$ cat config.mk
export PLATFORM = sky130hd
export DESIGN_NAME = token_dup_guard
export DESIGN_NICKNAME = d
export VERILOG_FILES = /design/src/rtl/tdg_pkg.sv /design/src/rtl/tdg_dup_net.sv /design/src/rtl/tdg_end_watchdog.sv /design/src/rtl/tdg_cause_reg.sv /design/src/rtl/token_dup_guard.sv
export SDC_FILE = /design/constraint.sdc
export NUM_CORES = 1
export LEC_CHECK = 0
export ABC_AREA = 1
export BUFFER_PORTS_ARGS = -buffer_cell sky130_fd_sc_hd__buf_2
export CORE_AREA = 8 8 69 65
export CTS_CLUSTER_SIZE = 16
export DETAILED_ROUTE_END_ITERATION = 10
export DIE_AREA = 0 0 77 73
export GPL_ROUTABILITY_DRIVEN = 0
export PLACE_DENSITY = 0.7
export SETUP_SLACK_MARGIN = 0.3
export SKIP_CTS_REPAIR_TIMING = 1
export SLEW_MARGIN = 5
export SYNTH_ARGS = -nofsm -noshare
export SYNTH_HDL_FRONTEND = slang
export SYNTH_HIERARCHICAL = 1
export SYNTH_SLANG_ARGS = --single-unit
$ cat constraint.sdc
create_clock -name clk -period 1.55 [get_ports clk]
set_input_delay 0.155 -clock clk [delete_from_list [all_inputs] [get_ports clk]]
set_output_delay 0.155 -clock clk [all_outputs]
set_load 0.005 [all_outputs]
$ cat src/rtl/tdg_pkg.sv
package tdg_pkg;
  typedef enum logic [1:0] {
    CAUSE_NONE  = 2'd0,
    CAUSE_DUP   = 2'd1,
    CAUSE_MISS  = 2'd2,
    CAUSE_EMPTY = 2'd3
  } cause_e;
endpackage

$ cat src/rtl/tdg_dup_net.sv
// Combinational duplicate detector: monitor elements compared against all
// other elements, plus AND gates on element pairs that share a successor.
module tdg_dup_net #(
  parameter int              N          = 8,
  parameter logic [N-1:0]    MON_MASK   = 8'b1000_1000,
  parameter logic [N*N-1:0]  SUCC_MAP   = 64'h0080_4020_1008_0806,
  parameter bit              ZERO_CHECK = 1'b0
) (
  input  logic [N-1:0] state_i,
  output logic         dup_o,
  output logic         empty_o
);
  localparam logic [N-1:0] ONE = {{(N-1){1'b0}}, 1'b1};

  logic [N-1:0]   mon_hit;
  logic [N*N-1:0] pair_hit;

  // Monitor detectors: element m set together with any other element.
  for (genvar m = 0; m < N; m++) begin : g_mon
    localparam logic [N-1:0] OTHERS = ~(ONE << m);
    if (MON_MASK[m]) begin : g_on
      assign mon_hit[m] = state_i[m] & (|(state_i & OTHERS));
    end else begin : g_off
      assign mon_hit[m] = 1'b0;
    end
  end

  // Merge-pair detectors: row i of SUCC_MAP lists the successors of i.
  for (genvar i = 0; i < N; i++) begin : g_row
    for (genvar j = 0; j < N; j++) begin : g_col
      localparam logic SHARE = |(SUCC_MAP[i*N +: N] & SUCC_MAP[j*N +: N]);
      if (j > i && SHARE) begin : g_pair
        assign pair_hit[i*N+j] = state_i[i] & state_i[j];
      end else begin : g_none
        assign pair_hit[i*N+j] = 1'b0;
      end
    end
  end

  assign dup_o = (|mon_hit) | (|pair_hit);

  if (ZERO_CHECK) begin : g_zero
    assign empty_o = ~(|state_i);
  end else begin : g_nozero
    assign empty_o = 1'b0;
  end
endmodule

$ cat src/rtl/tdg_end_watchdog.sv
// Countdown armed by the start pulse, disarmed by the end pulse.
module tdg_end_watchdog #(
  parameter int TW = 16
) (
  input  logic          clk,
  input  logic          rst,
  input  logic          start_i,
  input  logic          end_i,
  input  logic [TW-1:0] cfg_timeout_i,
  output logic          expire_o
);
  localparam logic [TW-1:0] LAST = TW'(1);

  logic          armed_q;
  logic [TW-1:0] left_q;

  assign expire_o = armed_q & ~start_i & ~end_i & (left_q == LAST);

  always_ff @(posedge clk) begin
    if (rst) begin
      armed_q <= 1'b0;
      left_q  <= '0;
    end else if (start_i) begin
      armed_q <= (cfg_timeout_i != '0);
      left_q  <= cfg_timeout_i;
    end else if (armed_q) begin
      if (end_i || left_q == LAST) begin
        armed_q <= 1'b0;
      end else begin
        left_q <= left_q - LAST;
      end
    end
  end
endmodule

$ cat src/rtl/tdg_cause_reg.sv
// Sticky error flag and first-cause register with synchronous clear.
module tdg_cause_reg
  import tdg_pkg::*;
(
  input  logic       clk,
  input  logic       rst,
  input  logic       clr_i,
  input  logic       dup_i,
  input  logic       miss_i,
  input  logic       empty_i,
  output logic       err_o,
  output logic [1:0] cause_o
);
  cause_e pick_c;
  logic   any_w;

  always_comb begin
    if (dup_i)        pick_c = CAUSE_DUP;
    else if (miss_i)  pick_c = CAUSE_MISS;
    else if (empty_i) pick_c = CAUSE_EMPTY;
    else              pick_c = CAUSE_NONE;
  end

  assign any_w = dup_i | miss_i | empty_i;

  always_ff @(posedge clk) begin
    if (rst) begin
      err_o   <= 1'b0;
      cause_o <= CAUSE_NONE;
    end else if (clr_i) begin
      err_o   <= any_w;
      cause_o <= pick_c;
    end else if (!err_o && any_w) begin
      err_o   <= 1'b1;
      cause_o <= pick_c;
    end
  end
endmodule

$ cat src/rtl/token_dup_guard.sv
module token_dup_guard
  import tdg_pkg::*;
#(
  parameter int              N          = 8,
  parameter int              TW         = 16,
  parameter logic [N-1:0]    MON_MASK   = 8'b1000_1000,
  parameter logic [N*N-1:0]  SUCC_MAP   = 64'h0080_4020_1008_0806,
  parameter bit              ZERO_CHECK = 1'b0
) (
  input  logic          clk,
  input  logic          rst,
  input  logic [N-1:0]  state_i,
  input  logic          start_i,
  input  logic          end_i,
  input  logic [TW-1:0] cfg_timeout_i,
  input  logic          clr_i,
  output logic          err_o,
  output logic [1:0]    cause_o
);
  logic dup_w;
  logic empty_w;
  logic miss_w;

  tdg_dup_net #(
    .N(N), .MON_MASK(MON_MASK), .SUCC_MAP(SUCC_MAP), .ZERO_CHECK(ZERO_CHECK)
  ) u_net (
    .state_i (state_i),
    .dup_o   (dup_w),
    .empty_o (empty_w)
  );

  tdg_end_watchdog #(.TW(TW)) u_wdog (
    .clk           (clk),
    .rst           (rst),
    .start_i       (start_i),
    .end_i         (end_i),
    .cfg_timeout_i (cfg_timeout_i),
    .expire_o      (miss_w)
  );

  tdg_cause_reg u_cause (
    .clk     (clk),
    .rst     (rst),
    .clr_i   (clr_i),
    .dup_i   (dup_w),
    .miss_i  (miss_w),
    .empty_i (empty_w),
    .err_o   (err_o),
    .cause_o (cause_o)
  );
endmodule

-- Word level (Yosys, flattened, before mapping)
Cells that the tools add are included.
- bits in registers: 20
- bits in latches: 0
- RAM bits: 0
- bits in read-only memories: 0
- input bits: 29
- memories kept: 0
- add/sub/neg operators: 1
- multiply operators: 0
- divide/modulo/power cells: 0
- magnitude comparators: 0
- equal/unequal tests: 2
- shift-type cells: 0
- multiplexer cells: 12
- bitwise logic cells: 10
- reductions and logical operators: 10
- operators by type and width (cell ; number):
    2-to-1 mux 16 bit ; 3
    equality test 16 x 1 -> 1 bit, second input constant ; 1
    nonzero test 16 bit ; 1
    subtractor 16 x 1 -> 16 bit, second input constant ; 1
    OR reduction 7 bit ; 2
    2-to-1 mux 2 bit ; 4
    bitwise AND 1 bit ; 6
    2-to-1 mux 1 bit ; 5
    nonzero test 2 bit ; 2
    != test 2 bit, second input constant ; 1
    NOT 1 bit ; 2
    OR 1 bit ; 2
    AND reduction 2 bit ; 1
    OR reduction 2 bit ; 1
    logical AND 1 bit ; 1
    logical NOT 1 bit ; 1
    logical OR 1 bit ; 1

-- Logic depth before layout (Yosys ltp)
Gate-level depths: netlist (run 1).
- depth in word-level cells: 8
- mapped depth: 11

-- By module
Netlist (run 1), hierarchy kept.
- by module, submodules not included (module ; times used ; cells an instance ; area an instance (µm²)):
    tdg_end_watchdog ; 1 ; 231 ; 1338.8
    tdg_cause_reg ; 1 ; 22 ; 156.4
    tdg_dup_net ; 1 ; 14 ; 58.8

-- Least setup slack after synthesis (run 1)
OpenSTA, ideal clock, no wires.
- path type: reg-to-reg
- start: register u_wdog.left_q[1]
- end: register u_cause.cause_o[1]
- arrival: 1.290 ns
- setup slack: 0.194 ns
- cell stages (with the launch flop): 10
- period minus slack after synthesis: 1.356 ns
- cells stage by stage: dfxtp_1 > inv_1 > ha_1 > nand2_1 > nor2_4 > nand2_4 > nor2_1 > nor2_2 > nand3b_1 > a21oi_2
- longest elaborated chain between the ends: 6
- RTL lines (what ; line ; RTL):
    start: declaration ; tdg_end_watchdog.sv:15 ; logic [TW-1:0] left_q;
    start signal: assignment ; tdg_end_watchdog.sv:25 ; left_q <= cfg_timeout_i;
    start signal: assignment ; tdg_end_watchdog.sv:30 ; left_q <= left_q - LAST;
    equality test 16 x 1 -> 1 bit (*) ; tdg_end_watchdog.sv:17 ; assign expire_o = armed_q & ~start_i & ~end_i & (left_q == LAST);
    bitwise AND 1 bit (*) ; tdg_end_watchdog.sv:17 ;
    net miss_w ; token_dup_guard.sv:22 ; logic miss_w;
    2-to-1 mux 2 bit ; tdg_cause_reg.sv:19 ; else if (miss_i) pick_c = CAUSE_MISS;
    2-to-1 mux 2 bit ; tdg_cause_reg.sv:18 ; if (dup_i) pick_c = CAUSE_DUP;
    2-to-1 mux 2 bit ; tdg_cause_reg.sv:33 ; end else if (!err_o && any_w) begin
    2-to-1 mux 2 bit ; tdg_cause_reg.sv:30 ; end else if (clr_i) begin
    end signal: assignment ; tdg_cause_reg.sv:32 ; cause_o <= pick_c;
    end signal: assignment ; tdg_cause_reg.sv:35 ; cause_o <= pick_c;
    end: declaration ; tdg_cause_reg.sv:12 ; output logic [1:0] cause_o
Mark *: on every way through the listed nets, which the timed path passes. The rest lies on a longest branch. The select of a mux whose other input is x is not followed.
A chain may end at the register's enable or synchronous reset.

-- Worst setup path after layout (run 1)
- start: register u_wdog.left_q[3]
- end: register u_cause.cause_o[1]
Same word-level chain as after synthesis.

==> results of run 1 <==
cells by family (layout without fill, tap and decap cells):
kind of cell    count (synthesis)  count (layout)
simple gates                  178             178
buf+inv                        39              87
compound gates                 25              25
flops                          20              20
fa+ha+maj                       2               2
xor+xnor                        2               2
other cells                     1               1
critical path, cell delays in order, from the launching register on:
cell and delay [ns]:
dfxtp_2 0.36, nor2_4 0.15, nand2_2 0.09, nor2_4 0.13, nand2_4 0.11, nor2_4 0.15, nor2_4 0.05, nand3_4 0.07
nand2_1 0.06, nand2_1 0.07, a21oi_2 0.05
power by group:
| part | switching, mW | internal, mW | total, mW |
|---|---|---|---|
| Clock | 0.188 | 0.227 | 0.415 |
| Combinational | 0.337 | 0.242 | 0.579 |
| Sequential | 0.0507 | 0.552 | 0.603 |
| Total | 0.576 | 1.02 | 1.60 |
path summary, 6_finish.rpt:
| path | startpoint | end | slack [ns] | depth (start not counted) |
|---|---|---|---|---|
| max | u_wdog/left_q[3] | u_cause/cause_o[1] | 0.15 | 10 |
| min | cfg_timeout_i[9] | u_wdog/left_q[9] | 0.19 | 5 |
| max reg2reg | u_wdog/left_q[3] | u_cause/cause_o[1] | 0.15 | 10 |
| min reg2reg | u_cause/cause_o[1] | u_cause/cause_o[1] | 0.48 | 2 |
routing by layer:
layer | wire length (um) | track usage (%)
met1 | 1906 | 18.09
met4 | 35 | 1.883
met3 | 236 | 3.571
met5 | 0 | 0
met2 | 2251 | 27.05
cells in the mapped netlist (3+ instances only):
| library cell | instances |
|---|---|
| nand2_1 | 86 |
| nor2_1 | 40 |
| inv_1 | 29 |
| nand3_1 | 27 |
| dfxtp_1 | 20 |
| a21oi_1 | 14 |
| o21ai_0 | 8 |
| nor2_2 | 5 |
| nand4_1 | 4 |
| clkbuf_1 | 3 |
| inv_2 | 3 |
| nand3b_1 | 3 |
final cells by class:
cell class	instances	area, um^2	area share (%)
Clock buffer	4	55.05	2.591
Multi-Input combinational cell	208	1154	54.30
Tap cell	44	55.05	2.591
Sequential cell	20	422.9	19.91
Timing Repair Buffer	50	301.5	14.19
Inverter	33	136.4	6.419
sequential cells by signal, summed over array words and instances (netlist names):
name	flops
u_wdog/left_q	16
u_cause/err_o	1
u_wdog/armed_q	1
u_cause/cause_o	2
stage by stage:
stage          hold WS [ns]  setup slack, ns  instance area, um^2  power (mW)
2_1_floorplan        0.2167           0.2625                 1593      0.9344
3_3_place_gp         0.4605           0.1245                 1834       1.075
3_5_place_dp         0.4606           0.1237                 1834       1.078
4_1_cts              0.1987           0.1020                 1889       1.498
5_1_grt              0.2076          0.08016                 2125       1.709
6_report             0.1945           0.1463                 2125       1.597
==> results.py, run 1 <==
metrics = {
    "logic_synthesis": {
        "synth_top_area_cell": "dfxtp_1",
        "synth-simple-area-share_pct": 52.01,
        "ys_seq_area_share_pct": 25.76,
        "syn_nets": 298,
        "synthMuxAreaShare_pct": 0,
        "synth_top_area_share_pct": 25.76,
        "synth-warning-count": 6,
        "synth_top_family_by_area": "simple AND/OR/NAND/NOR gates",
        "synth_seq_cells": 20,
        "synthAdderAreaFrac_pct": 1.610,
        "synthCells": 267,
        "yosysUniqueCellTypes": 31,
        "async_reset_ff_share_pct": 0,
        "synth.area.top_cells": "dfxtp_1 26%, nand2_1 21%, nor2_1 9.7%, nand3_1 8.7%, inv_1 7.0%",
        "syn_area_per_cell_um2": 5.820,
        "synth_edf_count": 0,
        "synth_compound_area_share_pct": 8.454,
        "ys.flop_type": "dfxtp_1",
        "synth_xor_area_share_pct": 1.127,
        "synth_area_um2": 1554,
    },
    "clock_network": {
        "cts_max_level": 1,
        "cts_tree": "done",
        "clk_pin_slew_ns": 0.08,
        "cts_root_buffer": "clkbuf_8",
        "clock_sinks": 20,
        "cts_buffers": 3,
        "clockBufferDepth": 2,
        "clk_latency_ns": 0.27,
    },
    "status": {
        "status": "finished clean",
    },
    "cells_and_area": {
        "fin_cells": 359,
        "area_delta_synth_final_pct": 36.72,
        "final_cell_mix": "78 x nand2_1, 31 x buf_2, 26 x inv_1, 24 x nand3_1, 23 x nor2_1",
        "diodes": 0,
        "fillers": 340,
        "mostFrequentLayoutCell": "nand2_1",
        "fin_nets": 347,
        "post-route-util_pct": 64.32,
        "layout-drive-gt1-share_pct": 37.14,
    },
    "sta": {
        "fmax_mhz": 712.4,
        "slew_viol_final": 0,
        "setup_tns_ns": 0,
        "rsz0062_at_grt": "yes",
        "final-hold-violation-count": 0,
        "layout_min_cycle_time_ns": 1.404,
        "fin_crit_sh_pct": 90.56,
        "setup_violations": 0,
        "finClkSkew_ns": 0.004787,
    },
    "critical_path": {
        "critical_path_class": "register to register",
        "critPathMaxFanout": 4,
        "crit_path_end_kind": "register",
        "required_ns": 1.70,
        "crit_arrival_ns": 1.55,
        "crit_path_start_kind": "register",
    },
    "power_and_ir_drop": {
        "leakage_nw": 1.066,
        "cellPowerDensity_nw_per_um2": 751.5,
        "ir_worst_vdd_uv": 577.3,
    },
    "routing": {
        "vias": 1805,
        "postRouteAntennaNets": 0,
        "vias_per_cell": 5.028,
        "dr.first_iter.drc_count": 119,
        "drcViolationCount": 0,
        "detail_route.wl_per_cell_um": 12.34,
        "drt-total-wl_um": 4430,
        "drt_first_pass_iters": 4,
    },
    "hold_path": {
        "min_path_type": "input port to register",
    },
    "placed_design": {
        "dpl.cell_count": 346,
        "port_buffers": 31,
        "dpl.hpwl_um": 3235,
    },
    "flow_run": {
        "maxCapViolations": 0,
    },
    "floorplan": {
        "core_area_um2": 3303,
        "top_level_ports": 32,
        "dieArea_um2": 5621,
        "dieHeight_um": 73,
        "start_util_pct": 47.05,
        "dieWidth_um": 77,
        "row_count": 20,
    },
    "global_route": {
        "first_global_vias": 1636,
        "grt_pass1_wl_um": 7072,
        "grtUsageTotal_pct": 15.02,
        "antenna_found_initial": 0,
        "grt_max_degree": 17,
        "grt-ovfl-total": 0,
    },
}
No activity file was read; power rests on OpenSTA's default activity.
==> inputs of run 2 (changes only) <==
Settings changed: PLACE_DENSITY 0.7 to 0.81.
==> run 2 against run 1 <==
  * First-iteration DRC count is 22% higher
  * Power is 0.91% lower
  * Global-route usage is 0.39 points lower
  * Largest power group unchanged
==> results.py, run 2 (synthesis results as in run 1) <==
metrics = {
    "routing": {
        "detail_route.wl_per_cell_um": 12.76,
        "postRouteAntennaNets": 0,
        "vias": 1834,
        "drt_first_pass_iters": 4,
        "dr.first_iter.drc_count": 145,
        "vias_per_cell": 5.152,
        "drcViolationCount": 0,
        "drt-total-wl_um": 4543,
    },
    "clock_network": {
        "cts_max_level": 1,
        "cts_buffers": 3,
        "cts_root_buffer": "clkbuf_8",
        "clk_latency_ns": 0.27,
        "clockBufferDepth": 2,
        "cts_tree": "done",
        "clk_pin_slew_ns": 0.08,
        "clock_sinks": 20,
    },
    "sta": {
        "layout_min_cycle_time_ns": 1.423,
        "setup_violations": 0,
        "rsz0062_at_grt": "yes",
        "fmax_mhz": 702.7,
        "finClkSkew_ns": 0.003074,
        "setup_tns_ns": 0,
        "slew_viol_final": 0,
        "hold_slack_ns": 0.2020,
        "fin_crit_sh_pct": 91.81,
        "final-hold-violation-count": 0,
    },
    "global_route": {
        "grtUsageMet1_pct": 16.31,
        "top_usage_layer": "met2",
        "grtUsageTotal_pct": 14.63,
        "gr-usage-met3_pct": 4.557,
        "antenna_found_initial": 0,
        "grt_pass1_wl_um": 6948,
        "grt_max_degree": 17,
        "gr-usage-met2_pct": 26.77,
        "first_global_vias": 1645,
        "grt-ovfl-total": 0,
    },
    "placed_design": {
        "dpl.hpwl_um": 3144,
        "dpl.cell_count": 341,
        "port_buffers": 31,
    },
    "power_and_ir_drop": {
        "cellPowerDensity_nw_per_um2": 781.1,
        "leakage_nw": 1.045,
        "ir_worst_vdd_uv": 620.2,
    },
    "cells_and_area": {
        "fillers": 342,
        "diodes": 0,
        "mostFrequentLayoutCell": "nand2_1",
        "reg.largest.list": "u_wdog/left_q: 16 flops, u_cause/cause_o: 2 flops",
        "fin_cells": 356,
        "regArea_um2": 416.7,
        "multi_input_area_um2": 1075,
        "fin_nets": 344,
        "area_delta_synth_final_pct": 30.35,
        "largest_register_ffs": 16,
        "regMostFlops": "u_wdog/left_q",
        "final_cell_mix": "82 x nand2_1, 34 x nor2_1, 31 x buf_2, 27 x inv_1, 25 x nand3_1",
        "layout-drive-gt1-share_pct": 31.41,
    },
    "critical_path": {
        "crit_path_end_kind": "register",
        "cp_slowest_cell": "dfxtp_4",
        "critPathMaxFanout": 4,
        "ff2ff_setup_slack_ns": 0.13,
        "required_ns": 1.70,
        "crit_path_start_kind": "register",
        "worst_path_largest_cell_delay_ns": 0.37,
        "crit_family": "simple AND/OR/NAND/NOR gates",
        "crit_arrival_ns": 1.57,
        "rr_worst_depth": 10,
        "critical_path_class": "register to register",
        "cp_num_buf_inv": 0,
        "cpMostUsedCell": "nor2_4",
        "r2r_start": "u_wdog/left_q[6]",
        "regToRegEndpoint": "u_cause/cause_o[1]",
        "crit_chain": "nor2_4, nand2_4, nor2_4, nand2_4, nor2_4, nor2_4, nand3_2, nand2_1, nand2_1, a21oi_2",
    },
    "hold_path": {
        "whs_path_depth": 5,
        "hold_end": "u_wdog/left_q[7]",
        "holdCritStartpoint": "cfg_timeout_i[7]",
        "min_path_type": "input port to register",
    },
    "floorplan": {
        "dieHeight_um": 73,
        "dieArea_um2": 5621,
        "dieWidth_um": 77,
        "core_area_um2": 3303,
        "row_count": 20,
        "start_util_pct": 47.05,
        "top_level_ports": 32,
    },
    "status": {
        "status": "finished clean",
    },
    "flow_run": {
        "maxCapViolations": 0,
    },
}
run 2: cell count changes in the layout (fill, tap and decap cells not counted), sizes merged:
cell,delta
buf,-3
run 2: how the worst max path moves through the flow:
stage,startpoint,to,slack (ns),depth (start not counted)
floorplan,u_wdog/left_q[1],u_cause/cause_o[0],0.26,10
global placement,u_wdog/left_q[0],u_wdog/left_q[10],0.17,9
detailed placement,u_wdog/left_q[2],u_wdog/left_q[4],0.14,8
CTS,u_wdog/left_q[2],u_wdog/left_q[4],0.11,8
global route,u_wdog/left_q[8],u_cause/cause_o[0],0.04,10
finish,u_wdog/left_q[6],u_cause/cause_o[1],0.13,10
run 2: metrics by stage:
stage / setup WS (ns) / total power [mW] / util (%) / area, um^2
floorplan: 0.2625 / 0.9344 / - / 1593
global placement: 0.1661 / 1.053 / 54.39 / 1797
detailed placement: 0.1415 / 1.061 / 54.39 / 1797
CTS: 0.1053 / 1.487 / 56.06 / 1852
global route: 0.04400 / 1.671 / 61.33 / 2026
finish: 0.1270 / 1.582 / 61.33 / 2026
run 2: cell type report:
| cell class | count | share of cell area, % |
|---|---|---|
| clock buffer | 4 | 2.718 |
| inverter | 33 | 6.115 |
| multi-input combinational | 208 | 53.06 |
| sequential | 20 | 20.57 |
| tap | 44 | 2.718 |
| timing repair buffer | 47 | 14.82 |
run 2: metal layers:
layer	up-vias	wire length, um
li1	925	-
met1	837	1866
met2	66	2274
met3	6	331
met4	0	71
met5	-	0
run 2: worst min-delay path, delay by kind of cell:
family,cells,cell delay [ns]
and+or+nand+nor,3,0.16
buffers and inverters,2,0.13
run 2: power by group:
group | leakage, nW | switching (mW) | total (mW) | internal [mW]
Combinational | 0.847 | 0.327 | 0.558 | 0.231
Sequential | 0.170 | 0.0470 | 0.601 | 0.554
Clock | 0.0288 | 0.196 | 0.423 | 0.227
